==> config.mk <==
export PLATFORM = sky130hd
export DESIGN_NAME = afe_sport
export DESIGN_NICKNAME = d
export VERILOG_FILES = /design/src/rtl/afe_sport_pkg.sv /design/src/rtl/afe_sport_slot.sv /design/src/rtl/afe_sport_tx.sv /design/src/rtl/afe_sport_rx.sv /design/src/rtl/afe_sport.sv
export SDC_FILE = /design/constraint.sdc
export NUM_CORES = 1
export LEC_CHECK = 0
export BUFFER_PORTS_ARGS = -buffer_cell sky130_fd_sc_hd__buf_4
export CORE_ASPECT_RATIO = 1.25
export CORE_MARGIN = 2
export CORE_UTILIZATION = 30
export DETAILED_ROUTE_END_ITERATION = 8
export HOLD_SLACK_MARGIN = 0.06
export PLACE_DENSITY = 0.5
export RECOVER_POWER = 50
export SLEW_MARGIN = 5
export SYNTH_ARGS = -nofsm -noshare
export SYNTH_HDL_FRONTEND = slang
export SYNTH_SLANG_ARGS = --single-unit
==> constraint.sdc <==
create_clock -name clk -period 2.2 [get_ports clk]
set_input_delay 0.44 -clock clk [delete_from_list [all_inputs] [get_ports clk]]
set_output_delay 0.44 -clock clk [all_outputs]
set_load 0.01 [all_outputs]
==> src/rtl/afe_sport_pkg.sv <==
package afe_sport_pkg;

   typedef enum logic [1:0] {
      TX_IDLE = 2'd0,
      TX_ADDR = 2'd1,
      TX_FSD  = 2'd2,
      TX_DATA = 2'd3
   } tx_st_e;

endpackage

==> src/rtl/afe_sport_slot.sv <==
module afe_sport_slot #(
   parameter int W = 16
) (
   input  logic         clk,
   input  logic         rst_n,
   input  logic         load,
   input  logic         take,
   input  logic [W-1:0] din,
   output logic         pend,
   output logic [W-1:0] dout,
   output logic         ovr
);

   always_ff @(posedge clk or negedge rst_n) begin
      if (!rst_n) begin
         pend <= 1'b0;
         dout <= '0;
         ovr  <= 1'b0;
      end else begin
         if (load) dout <= din;
         pend <= load | (pend & ~take);
         if (load & pend & ~take) ovr <= 1'b1;
      end
   end

   // overrun flag is sticky
   a_r5_ovr_sticky: assert property (@(posedge clk) disable iff (!rst_n)
      ovr |=> ovr);

endmodule

==> src/rtl/afe_sport_tx.sv <==
module afe_sport_tx
   import afe_sport_pkg::*;
#(
   parameter int W    = 16,
   parameter int NSRC = 2,
   parameter logic [NSRC*W-1:0] ADDRS = '0
) (
   input  logic              clk,
   input  logic              rst_n,
   input  logic              pwr_up,
   input  logic [NSRC-1:0]   pend,
   input  logic [NSRC*W-1:0] words,
   output logic [NSRC-1:0]   take,
   output logic              fs_out,
   output logic              sd_out
);

   localparam int CNT_W = $clog2(W);
   localparam logic [CNT_W-1:0] LAST = CNT_W'(W - 1);

   tx_st_e            st;
   logic [CNT_W-1:0]  cnt;
   logic [W-1:0]      sh, dq;
   logic [NSRC-1:0]   grant;
   logic [W-1:0]      sel_a, sel_d;

   always_comb begin
      grant = '0;
      for (int i = NSRC - 1; i >= 0; i--) begin
         if (pend[i]) begin
            grant    = '0;
            grant[i] = 1'b1;
         end
      end
      sel_a = '0;
      sel_d = '0;
      for (int i = 0; i < NSRC; i++) begin
         if (grant[i]) begin
            sel_a = sel_a | ADDRS[i*W +: W];
            sel_d = sel_d | words[i*W +: W];
         end
      end
      take = (st == TX_IDLE && pwr_up) ? grant : '0;
   end

   always_ff @(posedge clk or negedge rst_n) begin
      if (!rst_n) begin
         st     <= TX_IDLE;
         cnt    <= '0;
         sh     <= '0;
         dq     <= '0;
         fs_out <= 1'b0;
         sd_out <= 1'b0;
      end else begin
         fs_out <= 1'b0;
         unique case (st)
            TX_IDLE: begin
               sd_out <= 1'b0;
               if (|take) begin
                  fs_out <= 1'b1;
                  sh     <= sel_a;
                  dq     <= sel_d;
                  cnt    <= '0;
                  st     <= TX_ADDR;
               end
            end
            TX_ADDR, TX_DATA: begin
               sd_out <= sh[W-1];
               sh     <= {sh[W-2:0], 1'b0};
               cnt    <= cnt + CNT_W'(1);
               if (cnt == LAST) st <= (st == TX_ADDR) ? TX_FSD : TX_IDLE;
            end
            TX_FSD: begin
               sd_out <= 1'b0;
               fs_out <= 1'b1;
               sh     <= dq;
               cnt    <= '0;
               st     <= TX_DATA;
            end
            default: st <= TX_IDLE;
         endcase
      end
   end

   // each frame sync lasts a single cycle
   a_r2_fs_single: assert property (@(posedge clk) disable iff (!rst_n)
      fs_out |=> !fs_out);

   // no frame sync from idle while powered down
   a_r1_idle_down: assert property (@(posedge clk) disable iff (!rst_n)
      (!pwr_up && st == TX_IDLE) |=> !fs_out);

   // a lower-priority slot is taken only when all higher ones are empty
   for (genvar i = 1; i < NSRC; i++) begin : g_pri
      a_r3_priority: assert property (@(posedge clk) disable iff (!rst_n)
         take[i] |-> (pend[i-1:0] == '0));
   end

endmodule

==> src/rtl/afe_sport_rx.sv <==
module afe_sport_rx #(
   parameter int W     = 16,
   parameter int SEL_W = 4
) (
   input  logic             clk,
   input  logic             rst_n,
   input  logic             fs_in,
   input  logic             sd_in,
   output logic             wr_en,
   output logic [SEL_W-1:0] wr_sel,
   output logic [W-1:0]     wr_data
);

   localparam int CNT_W = $clog2(W);
   localparam logic [CNT_W-1:0] LAST = CNT_W'(W - 1);

   logic             busy, have_addr;
   logic [CNT_W-1:0] cnt;
   logic [W-1:0]     sh, addr_q;
   logic [W-1:0]     full;

   assign full = {sh[W-2:0], sd_in};

   always_ff @(negedge clk or negedge rst_n) begin
      if (!rst_n) begin
         busy      <= 1'b0;
         have_addr <= 1'b0;
         cnt       <= '0;
         sh        <= '0;
         addr_q    <= '0;
         wr_en     <= 1'b0;
         wr_sel    <= '0;
         wr_data   <= '0;
      end else begin
         wr_en <= 1'b0;
         if (busy) begin
            sh  <= full;
            cnt <= cnt + CNT_W'(1);
            if (cnt == LAST) begin
               busy <= fs_in;
               cnt  <= '0;
               if (!have_addr) begin
                  addr_q    <= full;
                  have_addr <= 1'b1;
               end else begin
                  wr_en     <= 1'b1;
                  wr_sel    <= addr_q[SEL_W-1:0];
                  wr_data   <= full;
                  have_addr <= 1'b0;
               end
            end
         end else if (fs_in) begin
            busy <= 1'b1;
            cnt  <= '0;
         end
      end
   end

   // write strobe lasts one cycle
   a_r9_wr_pulse: assert property (@(negedge clk) disable iff (!rst_n)
      wr_en |=> !wr_en);

   // a word starts only from a recognised frame sync
   a_r6_start: assert property (@(negedge clk) disable iff (!rst_n)
      (!busy && !fs_in) |=> !busy);

endmodule

==> src/rtl/afe_sport.sv <==
module afe_sport #(
   parameter int WORD_W = 16,
   parameter int SEL_W  = 4,
   parameter logic [WORD_W-1:0] ADC_ADDR = 16'h0002,
   parameter logic [WORD_W-1:0] ITP_ADDR = 16'h0001
) (
   input  logic              clk,
   input  logic              rst_n,
   input  logic              pwr_up,
   input  logic              adc_vld,
   input  logic [WORD_W-1:0] adc_word,
   input  logic              itp_vld,
   input  logic [WORD_W-1:0] itp_word,
   output logic [1:0]        ovr,
   output logic              fs_out,
   output logic              sd_out,
   input  logic              fs_in,
   input  logic              sd_in,
   output logic              wr_en,
   output logic [SEL_W-1:0]  wr_sel,
   output logic [WORD_W-1:0] wr_data
);

   localparam int NSRC = 2;
   localparam logic [NSRC*WORD_W-1:0] ADDRS = {ITP_ADDR, ADC_ADDR};

   if (WORD_W < 4) begin : g_bad_w
      $error("WORD_W too small");
   end
   if (SEL_W < 1 || SEL_W > WORD_W) begin : g_bad_sel
      $error("SEL_W out of range");
   end

   logic [NSRC-1:0]        src_vld, pend, take;
   logic [NSRC*WORD_W-1:0] src_word, held;

   assign src_vld  = {itp_vld, adc_vld};
   assign src_word = {itp_word, adc_word};

   for (genvar i = 0; i < NSRC; i++) begin : g_slot
      afe_sport_slot #(.W(WORD_W)) u_slot (
         .clk  (clk),
         .rst_n(rst_n),
         .load (src_vld[i]),
         .take (take[i]),
         .din  (src_word[i*WORD_W +: WORD_W]),
         .pend (pend[i]),
         .dout (held[i*WORD_W +: WORD_W]),
         .ovr  (ovr[i])
      );
   end

   afe_sport_tx #(.W(WORD_W), .NSRC(NSRC), .ADDRS(ADDRS)) u_tx (
      .clk   (clk),
      .rst_n (rst_n),
      .pwr_up(pwr_up),
      .pend  (pend),
      .words (held),
      .take  (take),
      .fs_out(fs_out),
      .sd_out(sd_out)
   );

   afe_sport_rx #(.W(WORD_W), .SEL_W(SEL_W)) u_rx (
      .clk    (clk),
      .rst_n  (rst_n),
      .fs_in  (fs_in),
      .sd_in  (sd_in),
      .wr_en  (wr_en),
      .wr_sel (wr_sel),
      .wr_data(wr_data)
   );

endmodule

==> impl_metrics.ini, run 1 <==
[status]
status = finished with violations
violations = negative setup slack

[worst_setup_path]
worstRegToRegCells = 4
crit_cells = 1
endpoint_kind = primary output
critical-path-slowest-cell = dfrtn_1
path_buf_inv = 1
crit_path_cell_trace = buf_4
path_class = flop to primary output
slowest_delay_ps = 430
critical-path-top-delay-family = flip-flops
r2r_setup_slack_ps = 300
cp_data_required_time_ps = 1760
cp_max_fo = 2
setup.worst_path.start_class = flop
cp.arrival_ps = 2050

[clock_tree]
holdBufCountCts = 0
cts-root-buf = clkbuf_16
cts_tree = built
cts_buffers = 17
clk_path_buf_depth = 2
clkSlewWorstSetupHoldPaths_ps = 50
htreeDepth = 4
clkLatencyLatePin_ps = 390
clock_sinks = 122

[placement]
port_buffers = 63
dpl_cell_area_mm2 = 0.00579
routabilityCongestion = 0.738
hpwlAfterDp_mm = 7.31
numPlacedInstances = 642

[synth]
synth-seq-cells = 122
yosysMostFrequentCell = dfrtp_1
synth_top_cell_area_share = 0.380
synth_area_leaders = dfrtp_1 (38%), dfrtn_1 (23%), mux2_2 (12%)
ys.flop_type = dfrtp_1
syn_nets = 414
avgSynthCellArea_um2 = 13.5
yosysSeqAreaShare = 0.611
synth_compound_area_frac = 0.101
synth-warning-count = 0
synth_xor_area_frac = 0.00175
synth-edff-count = 0
netlist_area_mm2 = 0.00500
synth.largest_area_cell = dfrtp_1
synth_top_family_by_area = multiplexers
muxShareOfSynthArea = 0.179
yosys.area_share.simple = 0.0643
synth.distinct_cells = 40
syn_inst = 369
synthAdderAreaFrac = 0.0150
async_flop_share = 1.00
synth_common_cells = dfrtp_1 (76), mux2_2 (54), dfrtn_1 (46)

[sta]
layout_setup_ws_ps = -290
hold_viol = 0
worstMarginPinSlew_ps = 1250
setup_viol = 42
rsz0062_at_grt = yes
max_slew_margin = 0.163
slew_viol_final = 0
finalClockSkew_ps = 6.04

[finish]
antenna_cells = 0
final_cell_count_no_fill = 684
finalInstanceArea_mm2 = 0.00650
area_delta_synth_final_pct = 30.1
drive_above_1_share = 0.408
fin_nets = 500

[floorplanning]
rows = 52
die_h_um = 148
dieArea_mm2 = 0.0177
initial_core_util = 0.307
die_x_um = 119
core_mm2 = 0.0163
num_io_pins = 64

[global_routing]
first_global_vias = 3559
grt_max_degree = 44
track_usage = 0.135
grt_antenna_before_repair = 0
overflow = 0
grt_pass1_wl_mm = 18.5

[route]
drc = 0
drtAntennaViolNets = 0
vias = 3207
dr.pass1.iters = 4
drt-initial-drc-count = 122
vias_per_cell = 4.69
wl_per_cell_um = 15.9
drt_wl_total_mm = 10.9

[power]
peakVddDrop_mv = 0.720
powerDensity_mw_per_mm2 = 1350
p_total_uw = 8800
p_leak_uw = 0.00306

[min_path]
hold_depth = 2
hp-class = primary input to flop

[run]
max-cap-violations = 0
==> per-layer routing <==
metal  track usage  vias to the layer above  wire [um]
met5             0                        -          0
met4        0.0512                        0        122
met3        0.0498                       13        508
met2         0.217                       49       5430
met1         0.165                     1651       4810
li1              -                     1494          -
==> metrics by stage <==
step                 util  TNS [ps]  hold slack (ps)  setup WS [ps]
floorplan               -         0              144            228
global placement    0.356         0              429            120
detailed placement  0.356         0              442           78.5
CTS                 0.398     -5900              240           -304
global route        0.400    -13070              235           -318
finish              0.400     -6170              258           -290
==> cells in the final DEF (no fill, tap or decap), drive strengths merged, types with 6 or more instances in the layout <==
cell    instances
a221o          10
a22oi          23
and2           11
buf            83
clkbuf         30
dfrtn          46
dfrtp          76
ha              6
inv             6
mux2           73
nand2          31
nand3          10
nor2            6
o21ai          23
==> where the power goes <==
group	internal (uW)	leakage (uW)	total [uW]	switching, uW
Clock	1950	0.000316	2940	991
Combinational	1320	0.00125	2360	1040
Sequential	3010	0.00149	3500	485
==> cell families (layout without fill, tap and decap cells) <==
family	Yosys count	count (layout)
mux	73	73
flops	122	122
buf+inv	29	128
fa+ha+maj	6	6
simple gates	68	68
xor+xnor	1	1
compound gates	70	70
==> final timing paths <==
kind / startpoint / endpoint
hold reg to reg: u_rx.have_addr / u_rx.have_addr
hold / removal: adc_word[14] / g_slot[0].u_slot.dout[14]
setup reg to reg: u_rx.busy / u_rx.cnt[2]
max in group asynchronous: rst_n / u_rx.wr_data[13]
setup / recovery: u_rx.wr_data[9] / wr_data[9]
min in group asynchronous: rst_n / g_slot[0].u_slot.dout[5]
==> flip-flops by register name, indices dropped and copies added, names as in the netlist <==
| register | flops |
|---|---|
| u_rx.wr_en | 1 |
| u_tx.cnt | 4 |
| u_rx.cnt | 4 |
| u_rx.wr_data | 16 |
| u_rx.addr_q | 4 |
| u_rx.busy | 1 |
| u_tx.dq | 16 |
| u_tx.fs_out | 1 |
| u_tx.sd_out | 1 |
| u_tx.sh | 16 |
| u_rx.have_addr | 1 |
| g_slot.u_slot.dout | 32 |
| u_tx.st | 2 |
| u_rx.sh | 15 |
| u_rx.wr_sel | 4 |
| g_slot.u_slot.pend | 2 |
| g_slot.u_slot.ovr | 2 |
==> repair_timing <==
action,in CTS,in global routing
setup endpoints to repair,21,21
resized for setup,3,6
setup buffers,5,5
==> area by class of cell <==
cell class,instances,area [um2]
clock buffers,23,542
clock inverters,9,104
fillers,1600,9760
inverters,6,22.5
multi-input cells,218,1800
flip-flops and latches,122,3050
well taps,216,270
repair buffers,90,709
Note: power is estimated with default switching activity, not from simulation.
==> run 2, diff against run 1 <==
--- a/config.mk
+++ b/config.mk
@@ -10,6 +10,7 @@
 export CORE_MARGIN = 2
 export CORE_UTILIZATION = 30
 export DETAILED_ROUTE_END_ITERATION = 8
+export GPL_TIMING_DRIVEN = 0
 export HOLD_SLACK_MARGIN = 0.06
 export PLACE_DENSITY = 0.5
 export RECOVER_POWER = 50
==> run 2 against run 1 <==
  * First-iteration DRC count down 43%
  * Final cell count grew 0.58%
  * The flow finishes with violations (max-capacitance violations, max-slew violations, negative setup slack)
  * Total power fell by 2.5%
  * Largest power group unchanged
  * Non-clock buffer count rose by 4
  * Register-to-register slack about the same
  * Clock-buffer cell count grew 5
  * Combinational power fell by 2%
  * Sequential share of layout area rose by 0.30 points
  * Highest routed layer unchanged
  * Setup slack gained 8.3 ps
  * Critical path type unchanged
==> impl_metrics.ini, run 2 (synthesized netlist as in run 1, its figures left out) <==
[worst_setup_path]
slowest_delay_ps = 430
cp_max_fo = 2
critical-path-slowest-cell = dfrtn_1
path_buf_inv = 1
crit_path_cell_trace = buf_6
critical-path-top-delay-family = flip-flops
cp_data_required_time_ps = 1760
cp.arrival_ps = 2040
setup.worst_path.start_class = flop
endpoint_kind = primary output
path_class = flop to primary output

[power]
peakVddDrop_mv = 0.694
powerDensity_mw_per_mm2 = 1330
p_total_uw = 8580
p_leak_uw = 0.00304

[route]
drtAntennaViolNets = 0
drt-initial-drc-count = 70
vias = 3253
drc = 0
wl_per_cell_um = 16.0
dr.pass1.iters = 4
vias_per_cell = 4.73
drt_wl_total_mm = 11.0

[sta]
finalClockSkew_ps = 5.43
rsz0062_at_grt = yes
max_slew_margin = -0.119
worstMarginPinSlew_ps = 1680
setup_viol = 21
layout_setup_ws_ps = -282
tns_ps = -5570
hold_viol = 0
slew_viol_final = 31

[global_routing]
first_global_vias = 3594
track_usage = 0.135
overflow = 0
grt_pass1_wl_mm = 18.4
grt_antenna_before_repair = 0
grt_max_degree = 72

[floorplanning]
rows = 52
die_x_um = 119
die_h_um = 148
num_io_pins = 64
dieArea_mm2 = 0.0177
initial_core_util = 0.307
core_mm2 = 0.0163

[status]
violations = max-capacitance violations, max-slew violations, negative setup slack
status = finished with violations

[finish]
mostFrequentLayoutCell = dfrtp_1
mostFrequentLayoutCells = dfrtp_1 (76), buf_4 (58), mux2_2 (54), dfrtn_1 (46), nand2_1 (31)
fin_nets = 504
area_delta_synth_final_pct = 29.3
nFillCells = 1608
largest_register_ffs = 32
antenna_cells = 0
final_cell_count_no_fill = 688
max_flop_register = g_slot.u_slot.dout
drive_above_1_share = 0.394

[placement]
place_ws_ps = -7.89
port_buffers = 61
numPlacedInstances = 647
hpwlAfterDp_mm = 7.44
routabilityCongestion = 0.719

[run]
max-cap-violations = 1

[clock_tree]
cts_tree = built
clk_path_buf_depth = 2
clkLatencyLatePin_ps = 410
clkSlewWorstSetupHoldPaths_ps = 50
cts_buffers = 17
cts-root-buf = clkbuf_16
htreeDepth = 4
clock_sinks = 122

[min_path]
hp-class = primary input to asynchronous set/reset pin
## run 2: area by class of cell
cell class	count	area, um2	area share
repair buffers	71	583	0.0902
flip-flops and latches	122	3050	0.473
clock buffers	28	591	0.0914
clock inverters	4	20.0	0.00310
inverters	6	22.5	0.00349
multi-input cells	218	1800	0.279
plain buffers	23	120	0.0186
well taps	216	270	0.0418
## run 2: per-layer routing
layer | vias up | global-route usage | routed length [um]
met5 | - | 0 | 0
met4 | 0 | 0.0665 | 251
met3 | 19 | 0.0472 | 572
met2 | 64 | 0.221 | 5370
met1 | 1659 | 0.158 | 4790
li1 | 1511 | - | -
## run 2: final timing paths
check                                       from                        to  slack [ps]  cells after the start
worst max-delay path            u_rx.wr_data[14]               wr_data[14]        -280                      1
worst min-delay path                       rst_n               u_tx.sd_out         160                      2
worst max register to register        u_tx.st[0]                u_tx.sh[0]         290                      7
worst min register to register    u_rx.have_addr            u_rx.have_addr         450                      1
max in group asynchronous                  rst_n                u_tx.sh[2]         490                      2
min in group clk                     itp_word[1]  g_slot[1].u_slot.dout[1]         260                      2
## run 2: report_power, final
group	total (uW)	switching [uW]	internal, uW
sequential	3490	477	3010
clock	2770	955	1820
combinational	2320	1060	1270
## run 2: stage by stage
stage	cell area (um2)	hold WS, ps	utilization
finish	6460	162	0.397
detailed placement	5760	438	0.354
CTS	6460	154	0.397
global route	6460	233	0.397
global placement	5730	431	0.352
floorplan	5000	144	-
## run 2: repair_timing
item                                   in CTS  in global routing
setup buffers                               7                  1
setup endpoints to repair                  21                 21
hold buffers                                1                  0
cloned                                      0                  0
resized for setup                           5                  5
endpoints found under the hold margin      30                  0
==> run 3, diff against run 2 <==
--- a/config.mk
+++ b/config.mk
@@ -13,7 +13,7 @@
 export GPL_TIMING_DRIVEN = 0
 export HOLD_SLACK_MARGIN = 0.06
 export PLACE_DENSITY = 0.5
-export RECOVER_POWER = 50
+export RECOVER_POWER = 100
 export SLEW_MARGIN = 5
 export SYNTH_ARGS = -nofsm -noshare
 export SYNTH_HDL_FRONTEND = slang
==> run 3 against run 2 <==
  * The flow still finishes with violations (max-capacitance violations, max-slew violations, negative setup slack)
  * Sequential cell count is the same
  * Final cell count is the same
  * Sequential power is essentially flat
  * Setup slack lost 1.7 ps
  * Sequential share of layout area grew 0.37 points
  * Highest routed layer unchanged
  * Critical path depth is the same
  * Largest power group unchanged
  * Wire length shrank 0.31%
  * Register-to-register slack lost 130 ps
  * Worst hold slack gained 6.2 ps
  * Clock power is essentially flat
==> impl_metrics.ini, run 3 (synthesized netlist as in run 1, its figures left out) <==
[worst_setup_path]
path_class = flop to primary output
path_buf_inv = 1
r2r_setup_slack_ps = 160
setup.worst_path.start_class = flop
critical-path-top-delay-family = flip-flops
cp_max_fo = 2
cp_data_required_time_ps = 1760
critical-path-slowest-cell = dfrtn_1
crit_path_cell_trace = buf_6
endpoint_kind = primary output
cp.arrival_ps = 2040
slowest_delay_ps = 430

[sta]
setup_viol = 21
hold_viol = 0
finalClockSkew_ps = 5.46
max_slew_margin = -0.104
rsz0062_at_grt = yes
slew_viol_final = 31
layout_setup_ws_ps = -284
worstMarginPinSlew_ps = 1660

[placement]
routabilityCongestion = 0.719
hpwlAfterDp_mm = 7.44
place_ws_ps = -7.89
port_buffers = 61
dpl_cell_area_mm2 = 0.00576

[floorplanning]
dieArea_mm2 = 0.0177
die_h_um = 148
num_io_pins = 64
rows = 52
core_mm2 = 0.0163
initial_core_util = 0.307
die_x_um = 119

[min_path]
hp-class = primary input to asynchronous set/reset pin

[finish]
mostFrequentLayoutCells = dfrtp_1 (76), mux2_2 (54), buf_4 (54), dfrtn_1 (46), nand2_1 (31)
drive_above_1_share = 0.369
max_flop_register = g_slot.u_slot.dout
fin_nets = 504
finalInstanceArea_mm2 = 0.00641
mostFrequentLayoutCell = dfrtp_1
area_delta_synth_final_pct = 28.3
largest_register_ffs = 32
antenna_cells = 0
final_util = 0.394

[clock_tree]
cts_buffers = 17
clkSlewWorstSetupHoldPaths_ps = 50
clk_path_buf_depth = 2
clkLatencyLatePin_ps = 420
htreeDepth = 4
clock_sinks = 122
cts-root-buf = clkbuf_16
cts_tree = built

[global_routing]
first_global_vias = 3594
overflow = 0
grt_antenna_before_repair = 0
track_usage = 0.135
grt_pass1_wl_mm = 18.4
grt_max_degree = 72

[route]
drt-initial-drc-count = 78
drtAntennaViolNets = 0
wl_per_cell_um = 15.9
drt_wl_total_mm = 11.0
vias = 3269
dr.pass1.iters = 4
drc = 0
vias_per_cell = 4.75

[run]
max-cap-violations = 1

[status]
violations = max-capacitance violations, max-slew violations, negative setup slack
status = finished with violations

[power]
powerDensity_mw_per_mm2 = 1330
p_total_uw = 8500
p_leak_uw = 0.00299
peakVddDrop_mv = 0.663
-- run 3: cell types whose count changed in the layout (fill, tap and decap cells not counted), moves of 3 or more --
cell / change
clkbuf_2: +4
buf_2: -5
buf_1: -3
mux2_1: +8
mux2_4: -8
clkbuf_1: +7
buf_4: -4
clkbuf_4: +3
-- run 3: worst register-to-register path, stage by stage, from the launching register on --
cell      delay, ps
dfrtn_1         460
ha_1            260
nand4_1         190
or2_0           290
clkbuf_2        310
mux2_4          380
-- run 3: report_power, final --
part / switching, uW / internal, uW
Clock: 953 / 1820
Sequential: 473 / 3010
Combinational: 1050 / 1200
-- run 3: layout make-up --
type,instances,area (um2)
fill,1620,9850
sequential,122,3050
multi-input combinational,218,1770
clock buffer,28,591
timing repair buffer,71,579
tap,216,270
buffer,23,104
inverter,6,22.5
clock inverter,4,20.0
-- run 3: repair_timing --
item	4_1_cts	5_1_grt
setup buffers	7	1
resized for setup	5	5
endpoints found under the setup margin	21	21
endpoints found under the hold margin	30	0
hold buffers	1	0
pin swaps	0	0
-- run 3: metrics by stage --
step,TNS [ps],std cells,hold slack [ps]
floorplan,0,369,144
global placement,-31300,646,431
detailed placement,-173,647,438
CTS,-5980,687,154
global route,-6430,688,233
finish,-5540,688,168
-- run 3: per-layer routing --
layer / vias up / global-route usage / routed length [um]
li1: 1511 / - / -
met1: 1671 / 0.158 / 4710
met2: 65 / 0.221 / 5400
met3: 22 / 0.0472 / 602
met4: 0 / 0.0665 / 245
met5: - / 0 / 0
-- run 3: worst paths after layout --
kind,startpoint,to,depth (start not counted)
min in group clk,itp_word[1],g_slot[1].u_slot.dout[1],2
max in group asynchronous,rst_n,u_tx.sh[2],2
max,u_rx.wr_data[14],wr_data[14],1
max reg2reg,u_rx.cnt[0],u_rx.wr_data[12],5
min reg2reg,u_rx.sh[14],u_rx.wr_data[15],1
min,rst_n,u_tx.sd_out,2
